==> config.mk <==
export PLATFORM = sky130hd
export DESIGN_NAME = pwm_dual_ctrl
export DESIGN_NICKNAME = d
export VERILOG_FILES = /design/src/rtl/pwm_dual_pkg.sv /design/src/rtl/pwm_prescaler.sv /design/src/rtl/pwm_period_core.sv /design/src/rtl/pwm_chan.sv /design/src/rtl/pwm_dual_ctrl.sv
export SDC_FILE = /design/constraint.sdc
export NUM_CORES = 1
export LEC_CHECK = 0
export BUFFER_PORTS_ARGS = -buffer_cell sky130_fd_sc_hd__buf_4
export CAP_MARGIN = 40
export CELL_PAD_IN_SITES_DETAIL_PLACEMENT = 1
export CELL_PAD_IN_SITES_GLOBAL_PLACEMENT = 2
export CORE_ASPECT_RATIO = 1.5
export CORE_MARGIN = 4
export CORE_UTILIZATION = 42
export CTS_BUF_LIST = sky130_fd_sc_hd__clkbuf_4 sky130_fd_sc_hd__clkbuf_8
export CTS_CLUSTER_DIAMETER = 200
export DETAILED_ROUTE_END_ITERATION = 12
export MAX_ROUTING_LAYER = met4
export PLACE_DENSITY = 0.95
export SLEW_MARGIN = 0
export SYNTH_ARGS = -nofsm -noshare
export SYNTH_HDL_FRONTEND = slang
export SYNTH_HIERARCHICAL = 1
export SYNTH_SLANG_ARGS = --single-unit
export TNS_END_PERCENT = 1
==> constraint.sdc <==
create_clock -name clk -period 10.9 [get_ports clk]
set_input_delay 1.635 -clock clk [delete_from_list [all_inputs] [get_ports clk]]
set_output_delay 1.635 -clock clk [all_outputs]
set_load 0.05 [all_outputs]
==> src/rtl/pwm_dual_pkg.sv <==
// Package: shared constants and the prescaler ratio decode for the
// two-channel PWM controller. Assumes 16-bit period and duty fields.
package pwm_dual_pkg;
    localparam int FLD_STRIDE = 15;   // control field spacing per channel
    localparam int FLD_W      = 9;    // stored bits per control field
    localparam int RDY_BASE   = 28;   // ready flag of channel 0
    localparam int CNT_W      = 16;   // period and duty width
    localparam int DIV_W      = 17;   // wide enough for the largest ratio
    localparam int B_EN       = 4;
    localparam int B_ACT      = 5;
    localparam int B_GATE     = 6;
    localparam int B_MODE     = 7;
    localparam int B_PULSE    = 8;

    // Maps a prescaler code to its divisor; 0 marks an invalid code.
    function automatic logic [DIV_W-1:0] code_to_div(input logic [3:0] code,
                                                     input logic bypass_ok);
        logic [DIV_W-1:0] d;
        case (code)
            4'd0:    d = 17'd120;
            4'd1:    d = 17'd180;
            4'd2:    d = 17'd240;
            4'd3:    d = 17'd360;
            4'd4:    d = 17'd480;
            4'd8:    d = 17'd12000;
            4'd9:    d = 17'd24000;
            4'd10:   d = 17'd36000;
            4'd11:   d = 17'd48000;
            4'd12:   d = 17'd72000;
            4'd15:   d = bypass_ok ? 17'd1 : 17'd0;
            default: d = 17'd0;
        endcase
        return d;
    endfunction
endpackage

==> src/rtl/pwm_prescaler.sv <==
// Module: pwm_prescaler
// Emits a one-cycle tick every div clocks while run is high. The count is
// held at zero while run is low, so every restart begins a fresh tick.
// Assumes div is nonzero whenever run is high.
module pwm_prescaler #(
    parameter int DIV_W = 17
) (
    input  logic             clk,
    input  logic             rst_n,
    input  logic             run,
    input  logic [DIV_W-1:0] div,
    output logic             tick
);
    logic [DIV_W-1:0] cnt_q;
    logic             at_end;

    assign at_end = (cnt_q == div - 1'b1);
    assign tick   = run & at_end;

    // Cycle counter: wraps at the divisor, cleared while stopped.
    always_ff @(posedge clk) begin
        if (!rst_n) begin
            cnt_q <= '0;
        end else if (!run || at_end) begin
            cnt_q <= '0;
        end else begin
            cnt_q <= cnt_q + 1'b1;
        end
    end
endmodule

==> src/rtl/pwm_period_core.sv <==
// Module: pwm_period_core
// Counts prescaled ticks through one period and decides the active window.
// It loads the staged period/duty pair at the closing tick of a period, or
// at once while stopped. Assumes tick is only high while run is high.
module pwm_period_core #(
    parameter int CNT_W = 16
) (
    input  logic             clk,
    input  logic             rst_n,
    input  logic             run,
    input  logic             tick,
    input  logic             stage_pend,
    input  logic [CNT_W-1:0] stage_prd,
    input  logic [CNT_W-1:0] stage_duty,
    output logic             load,
    output logic             boundary,
    output logic             active,
    output logic [CNT_W-1:0] prd_cur,
    output logic [CNT_W-1:0] duty_cur,
    output logic [CNT_W-1:0] pcnt
);
    logic [CNT_W-1:0] pcnt_q, prd_q, duty_q;

    assign boundary = tick & (pcnt_q == prd_q);
    assign load     = stage_pend & (boundary | ~run);
    assign active   = run & (pcnt_q < duty_q);
    assign prd_cur  = prd_q;
    assign duty_cur = duty_q;
    assign pcnt     = pcnt_q;

    // Working period/duty pair: takes the staged pair on load.
    always_ff @(posedge clk) begin
        if (!rst_n) begin
            prd_q  <= '0;
            duty_q <= '0;
        end else if (load) begin
            prd_q  <= stage_prd;
            duty_q <= stage_duty;
        end
    end

    // Phase counter: advances per tick, restarts at period end or when stopped.
    always_ff @(posedge clk) begin
        if (!rst_n) begin
            pcnt_q <= '0;
        end else if (!run || boundary) begin
            pcnt_q <= '0;
        end else if (tick) begin
            pcnt_q <= pcnt_q + 1'b1;
        end
    end
endmodule

==> src/rtl/pwm_chan.sv <==
// Module: pwm_chan
// One PWM channel: decodes its control field, holds the staged
// period/duty word and its pending flag, and drives the output level.
// Assumes the control field layout of pwm_dual_pkg.
module pwm_chan
    import pwm_dual_pkg::*;
#(
    parameter bit BYPASS_OK = 1'b1
) (
    input  logic             clk,
    input  logic             rst_n,
    input  logic [FLD_W-1:0] fld,
    input  logic             pd_wr,
    input  logic [31:0]      pd_wdata,
    output logic             pwm_out,
    output logic             ready,
    output logic [31:0]      staged,
    output logic             pulse_done,
    output logic             run,
    output logic [CNT_W-1:0] prd_cur,
    output logic [CNT_W-1:0] duty_cur,
    output logic [CNT_W-1:0] pcnt
);
    logic [DIV_W-1:0] div;
    logic             valid, tick, load, boundary, active, pend_q;
    logic [31:0]      staged_q;

    assign div        = code_to_div(fld[3:0], BYPASS_OK);
    assign valid      = |div;
    assign run        = fld[B_GATE] & fld[B_EN] & valid
                      & (~fld[B_MODE] | fld[B_PULSE]);
    assign pulse_done = fld[B_MODE] & boundary;
    assign pwm_out    = active ? fld[B_ACT] : ~fld[B_ACT];
    assign ready      = ~pend_q;
    assign staged     = staged_q;

    // Staging word and pending flag: a write wins over a same-cycle load.
    always_ff @(posedge clk) begin
        if (!rst_n) begin
            staged_q <= '0;
            pend_q   <= 1'b0;
        end else if (pd_wr) begin
            staged_q <= pd_wdata;
            pend_q   <= 1'b1;
        end else if (load) begin
            pend_q   <= 1'b0;
        end
    end

    pwm_prescaler #(.DIV_W(DIV_W)) u_presc (
        .clk   (clk),
        .rst_n (rst_n),
        .run   (run),
        .div   (div),
        .tick  (tick)
    );

    pwm_period_core #(.CNT_W(CNT_W)) u_core (
        .clk        (clk),
        .rst_n      (rst_n),
        .run        (run),
        .tick       (tick),
        .stage_pend (pend_q),
        .stage_prd  (staged_q[31:16]),
        .stage_duty (staged_q[15:0]),
        .load       (load),
        .boundary   (boundary),
        .active     (active),
        .prd_cur    (prd_cur),
        .duty_cur   (duty_cur),
        .pcnt       (pcnt)
    );
endmodule

==> src/rtl/pwm_dual_ctrl.sv <==
// Module: pwm_dual_ctrl
// Register-mapped PWM controller with NCH (1 or 2) channels sharing one
// control word. Holds the control fields, decodes writes, muxes reads and
// instantiates one pwm_chan per channel. Assumes word-aligned accesses,
// with the read data valid combinationally from addr.
module pwm_dual_ctrl #(
    parameter int NCH       = 2,
    parameter bit BYPASS_OK = 1'b1,
    parameter int ADDR_W    = 4
) (
    input  logic              clk,
    input  logic              rst_n,
    input  logic              wr_en,
    input  logic [ADDR_W-1:0] addr,
    input  logic [31:0]       wdata,
    output logic [31:0]       rdata,
    output logic [NCH-1:0]    pwm_out
);
    import pwm_dual_pkg::*;

    localparam int IDX_W = ADDR_W - 2;

    logic [IDX_W-1:0]            word_idx;
    logic                        aligned, ctrl_wr;
    logic [NCH-1:0][FLD_W-1:0]   fld_q;
    logic [NCH-1:0]              pd_wr, ready_v, run_v, pulse_done_v;
    logic [NCH-1:0][31:0]        staged_v;
    logic [NCH-1:0][CNT_W-1:0]   prd_cur_v, duty_cur_v, pcnt_v;
    logic [31:0]                 ctrl_img;

    assign word_idx = addr[ADDR_W-1:2];
    assign aligned  = (addr[1:0] == 2'b00);
    assign ctrl_wr  = wr_en & aligned & (word_idx == '0);

    for (genvar n = 0; n < NCH; n++) begin : g_ch
        assign pd_wr[n] = wr_en & aligned & (word_idx == IDX_W'(n + 1));

        // Control field: software write, else self-clear of the trigger bit.
        always_ff @(posedge clk) begin
            if (!rst_n) begin
                fld_q[n] <= '0;
            end else if (ctrl_wr) begin
                fld_q[n] <= wdata[n*FLD_STRIDE +: FLD_W];
            end else if (pulse_done_v[n]) begin
                fld_q[n][B_PULSE] <= 1'b0;
            end
        end

        pwm_chan #(.BYPASS_OK(BYPASS_OK)) u_chan (
            .clk        (clk),
            .rst_n      (rst_n),
            .fld        (fld_q[n]),
            .pd_wr      (pd_wr[n]),
            .pd_wdata   (wdata),
            .pwm_out    (pwm_out[n]),
            .ready      (ready_v[n]),
            .staged     (staged_v[n]),
            .pulse_done (pulse_done_v[n]),
            .run        (run_v[n]),
            .prd_cur    (prd_cur_v[n]),
            .duty_cur   (duty_cur_v[n]),
            .pcnt       (pcnt_v[n])
        );
    end

    // Control word image: stored fields plus ready flags.
    always_comb begin
        ctrl_img = '0;
        for (int n = 0; n < NCH; n++) begin
            ctrl_img[n*FLD_STRIDE +: FLD_W] = fld_q[n];
            ctrl_img[RDY_BASE + n]          = ready_v[n];
        end
    end

    // Read mux: control image, staged words, zero elsewhere.
    always_comb begin
        rdata = '0;
        if (aligned) begin
            if (word_idx == '0) begin
                rdata = ctrl_img;
            end
            for (int n = 0; n < NCH; n++) begin
                if (word_idx == IDX_W'(n + 1)) begin
                    rdata = staged_v[n];
                end
            end
        end
    end
endmodule

==> results.py <==
metrics = {
    "layout": {
        "num-fill-cells": 3470,
        "final_area_um2": 13780,
        "diodes": 0,
        "layout_common_cells": "nand2_1, dfxtp_1, mux2i_1",
        "nets": 1541,
        "mostFrequentLayoutCell": "nand2_1",
        "final_layout_size_suffix_gt1_frac": 0.1226,
        "synthToLayoutAreaGrowth_pct": 12.83,
    },
    "power": {
        "swShare": 0.2356,
        "p_leak_uw": 0.004870,
        "p_switching_uw": 397.1,
        "p_int_uw": 1288,
        "clkPwrFrac": 0.481,
        "powerDensity_nw_per_um2": 122.3,
        "combPwrFrac": 0.050,
        "sequentialPowerShare": 0.470,
        "ir_drop_mv": 0.08492,
    },
    "routing": {
        "wl_per_cell_um": 18.51,
        "postRouteWirelength_mm": 34.70,
        "drtPass1Iterations": 4,
        "antenna_left": 0,
        "first_iter_violations": 401,
        "dr_total_vias": 9871,
        "drc": 0,
        "via_per_inst": 5.265,
    },
    "clocking": {
        "root_buffer": "clkbuf_8",
        "cts_made_buffers": 37,
        "cts-resized-gates": 0,
        "clk_path_buf_depth": 3,
        "ctsHoldBuffers": 0,
        "clock-sinks": 214,
        "cts.clk_slew.worst_paths_ns": 0.06,
        "cts_tree": "yes",
        "insertion_delay_ns": 0.55,
        "postCtsSetupRepairBufs": 0,
        "htreeDepth": 2,
    },
    "timing": {
        "hold_ws_ns": 0.4577,
        "timing.final.crit_period_ns": 5.986,
        "setup_tns_ns": 0,
        "finalCritPeriodShare": 0.5492,
        "worst_pin_slew_ns": 0.8870,
        "finalHoldViolCount": 0,
        "slew_headroom": 0.4086,
        "setup_viol": 0,
        "report.final.slew_viol_count": 0,
        "finClkSkew_ns": 0.01568,
        "fmax_mhz": 167.1,
        "rsz0062_at_grt": "no",
    },
    "synthesis": {
        "synthFlopType": "dfxtp_1",
        "mappedNetlistArea_um2": 12210,
        "synth_top_cell_area_share": 0.3507,
        "ys_async_sr_fraction": 0,
        "syn_inst": 1403,
        "yosys.area.top_type": "dfxtp_1",
        "syn_area_per_cell_um2": 8.706,
        "synth_cell_types": 57,
        "synth_enable_flop_cells": 0,
        "synthTopCellsByArea": "dfxtp_1, mux2i_1, nand2_1",
        "yosys_warnings": 6,
        "yosysSeqAreaShare": 0.3507,
        "ys_ff_latch": 214,
    },
    "place": {
        "place_area_um2": 12960,
        "io_buffers": 72,
        "gp_congestion": 0.8611,
        "hpwl_mm": 25.90,
    },
    "job": {
        "drv_cap": 0,
    },
    "floorplan": {
        "io-pin-count": 73,
        "initial_core_util": 0.4253,
        "die_h_um": 216.9,
        "core_um2": 28720,
        "rows": 76,
        "dieArea_um2": 31930,
        "chipWidth_um": 147.2,
    },
    "global_route": {
        "grt_pass1_vias": 10480,
        "antenna_found_initial": 0,
        "grt_max_degree": 103,
        "grt_pass1_wl_mm": 55.70,
        "grt_use_total": 0.2219,
        "grt-ovfl-total": 0,
    },
    "critical_path": {
        "required_ns": 11.34,
        "worst_setup_path_start_kind": "flip-flop",
        "critPathKind": "reg -> reg",
        "cp_data_arrival_time_ns": 6.42,
        "path_max_fanout": 23,
        "worst-r2r-setup-slack_ns": 4.91,
        "end_kind": "flip-flop",
    },
    "run_status": {
        "status": "finished clean",
    },
    "min_path": {
        "hold_class": "reg -> reg",
    },
}
-- power groups by stage --
stage	clock (uW)	sequential, uW	combinational (uW)
2_1_floorplan	0	806	55.9
6_report	810	791	84.0
3_3_place_gp	0	808	82.4
3_5_place_dp	0	809	83.9
4_1_cts	835	791	84.2
5_1_grt	869	791	90.9
-- layout make-up --
| class | instances | area, um^2 | share of cell area |
|---|---|---|---|
| tap | 390 | 488.0 | 0.03541 |
| multi-input combinational | 1072 | 7340 | 0.5326 |
| timing repair buffer | 87 | 669.4 | 0.04857 |
| sequential | 214 | 4284 | 0.3109 |
| clock buffer | 55 | 713.2 | 0.05175 |
| inverter | 47 | 176.4 | 0.01280 |
| clock inverter | 10 | 110.1 | 0.007990 |
-- worst max-delay path, stage by stage (launching register included) --
cell       delay, ns
dfxtp_1         0.49
inv_1           0.09
ha_1            0.33
nor3_1          0.55
a21oi_1         0.21
nor3_1          0.35
nand3_1         0.24
nor4_1          0.40
xnor2_1         0.17
o2111ai_1       0.20
nor4_4          0.17
buf_4           0.27
and2_1          0.38
nand2_1         0.09
or4b_4          0.53
o31ai_4         0.63
buf_4           0.48
nor2b_1         0.09
o21a_1          0.17
-- cell usage after synthesis, types with 8 or more instances --
library cell,count
and3_1,9
nand2b_1,16
nor3_1,47
xnor2_1,78
nor3b_1,9
nor2b_1,80
dfxtp_1,214
and2_1,14
nor4_1,10
clkbuf_1,41
nand2_1,222
nand4_1,26
a21oi_1,38
inv_1,47
or2_1,21
ha_1,43
nand3_1,32
a21o_1,10
mux2i_1,170
nor2_1,88
nand3b_1,8
xor2_1,64
a22oi_1,12
buf_2,16
-- metal layers --
layer / track usage / routed length [um] / up-vias
met5: - / 0 / -
met4: 0.08209 / 1174 / 0
met3: 0.03020 / 918 / 71
met1: 0.2385 / 13800 / 4827
li1: - / - / 4818
met2: 0.4132 / 18810 / 155
-- cells by family after synthesis --
group,Yosys count,synth area share
and+or+nand+nor,615,0.2579
xor gates and xnor gates,144,0.1045
adders and majority gates,43,0.04405
muxes,172,0.1412
AOI/OAI and AO/OA,92,0.05101
buffers and inverters,121,0.04999
DFF,214,0.3507
other,2,0.0006149
-- registers in the layout, indices dropped and copies added, names as in the netlist --
| register | flops |
|---|---|
| g_ch.u_chan/u_core/pcnt | 32 |
| ctrl_img | 18 |
| g_ch.u_chan/pend_q | 2 |
| g_ch.u_chan/u_presc/cnt_q | 34 |
| g_ch.u_chan/staged | 64 |
| g_ch.u_chan/u_core/prd_cur | 32 |
| g_ch.u_chan/u_core/duty_cur | 32 |
-- final timing paths --
kind / startpoint / endpoint / cells past startpoint
worst max-delay path: ctrl_img[0]$_SDFFE_PN0P_ / g_ch[0].u_chan/pend_q$_SDFFE_PN0P_ / 18
worst min-delay path: g_ch[0].u_chan/u_core/duty_cur[13]$_SDFFE_PN0P_ / g_ch[0].u_chan/u_core/duty_cur[13]$_SDFFE_PN0P_ / 2
worst max register to register: ctrl_img[0]$_SDFFE_PN0P_ / g_ch[0].u_chan/pend_q$_SDFFE_PN0P_ / 18
worst min register to register: g_ch[0].u_chan/u_core/duty_cur[13]$_SDFFE_PN0P_ / g_ch[0].u_chan/u_core/duty_cur[13]$_SDFFE_PN0P_ / 2
-- through the flow --
step | setup WS, ns | cells | power, uW | utilization
after global routing | 4.573 | 1875 | 1751 | 0.4799
after CTS | 4.946 | 1875 | 1710 | 0.4799
final | 4.914 | 1875 | 1686 | 0.4799
after detailed placement | 4.967 | 1810 | 892.5 | 0.4512
after floorplan | 6.146 | 1407 | 862.2 | -
after global placement | 5.252 | 1809 | 890.9 | 0.4505
Note: power is estimated with default switching activity, not from simulation.
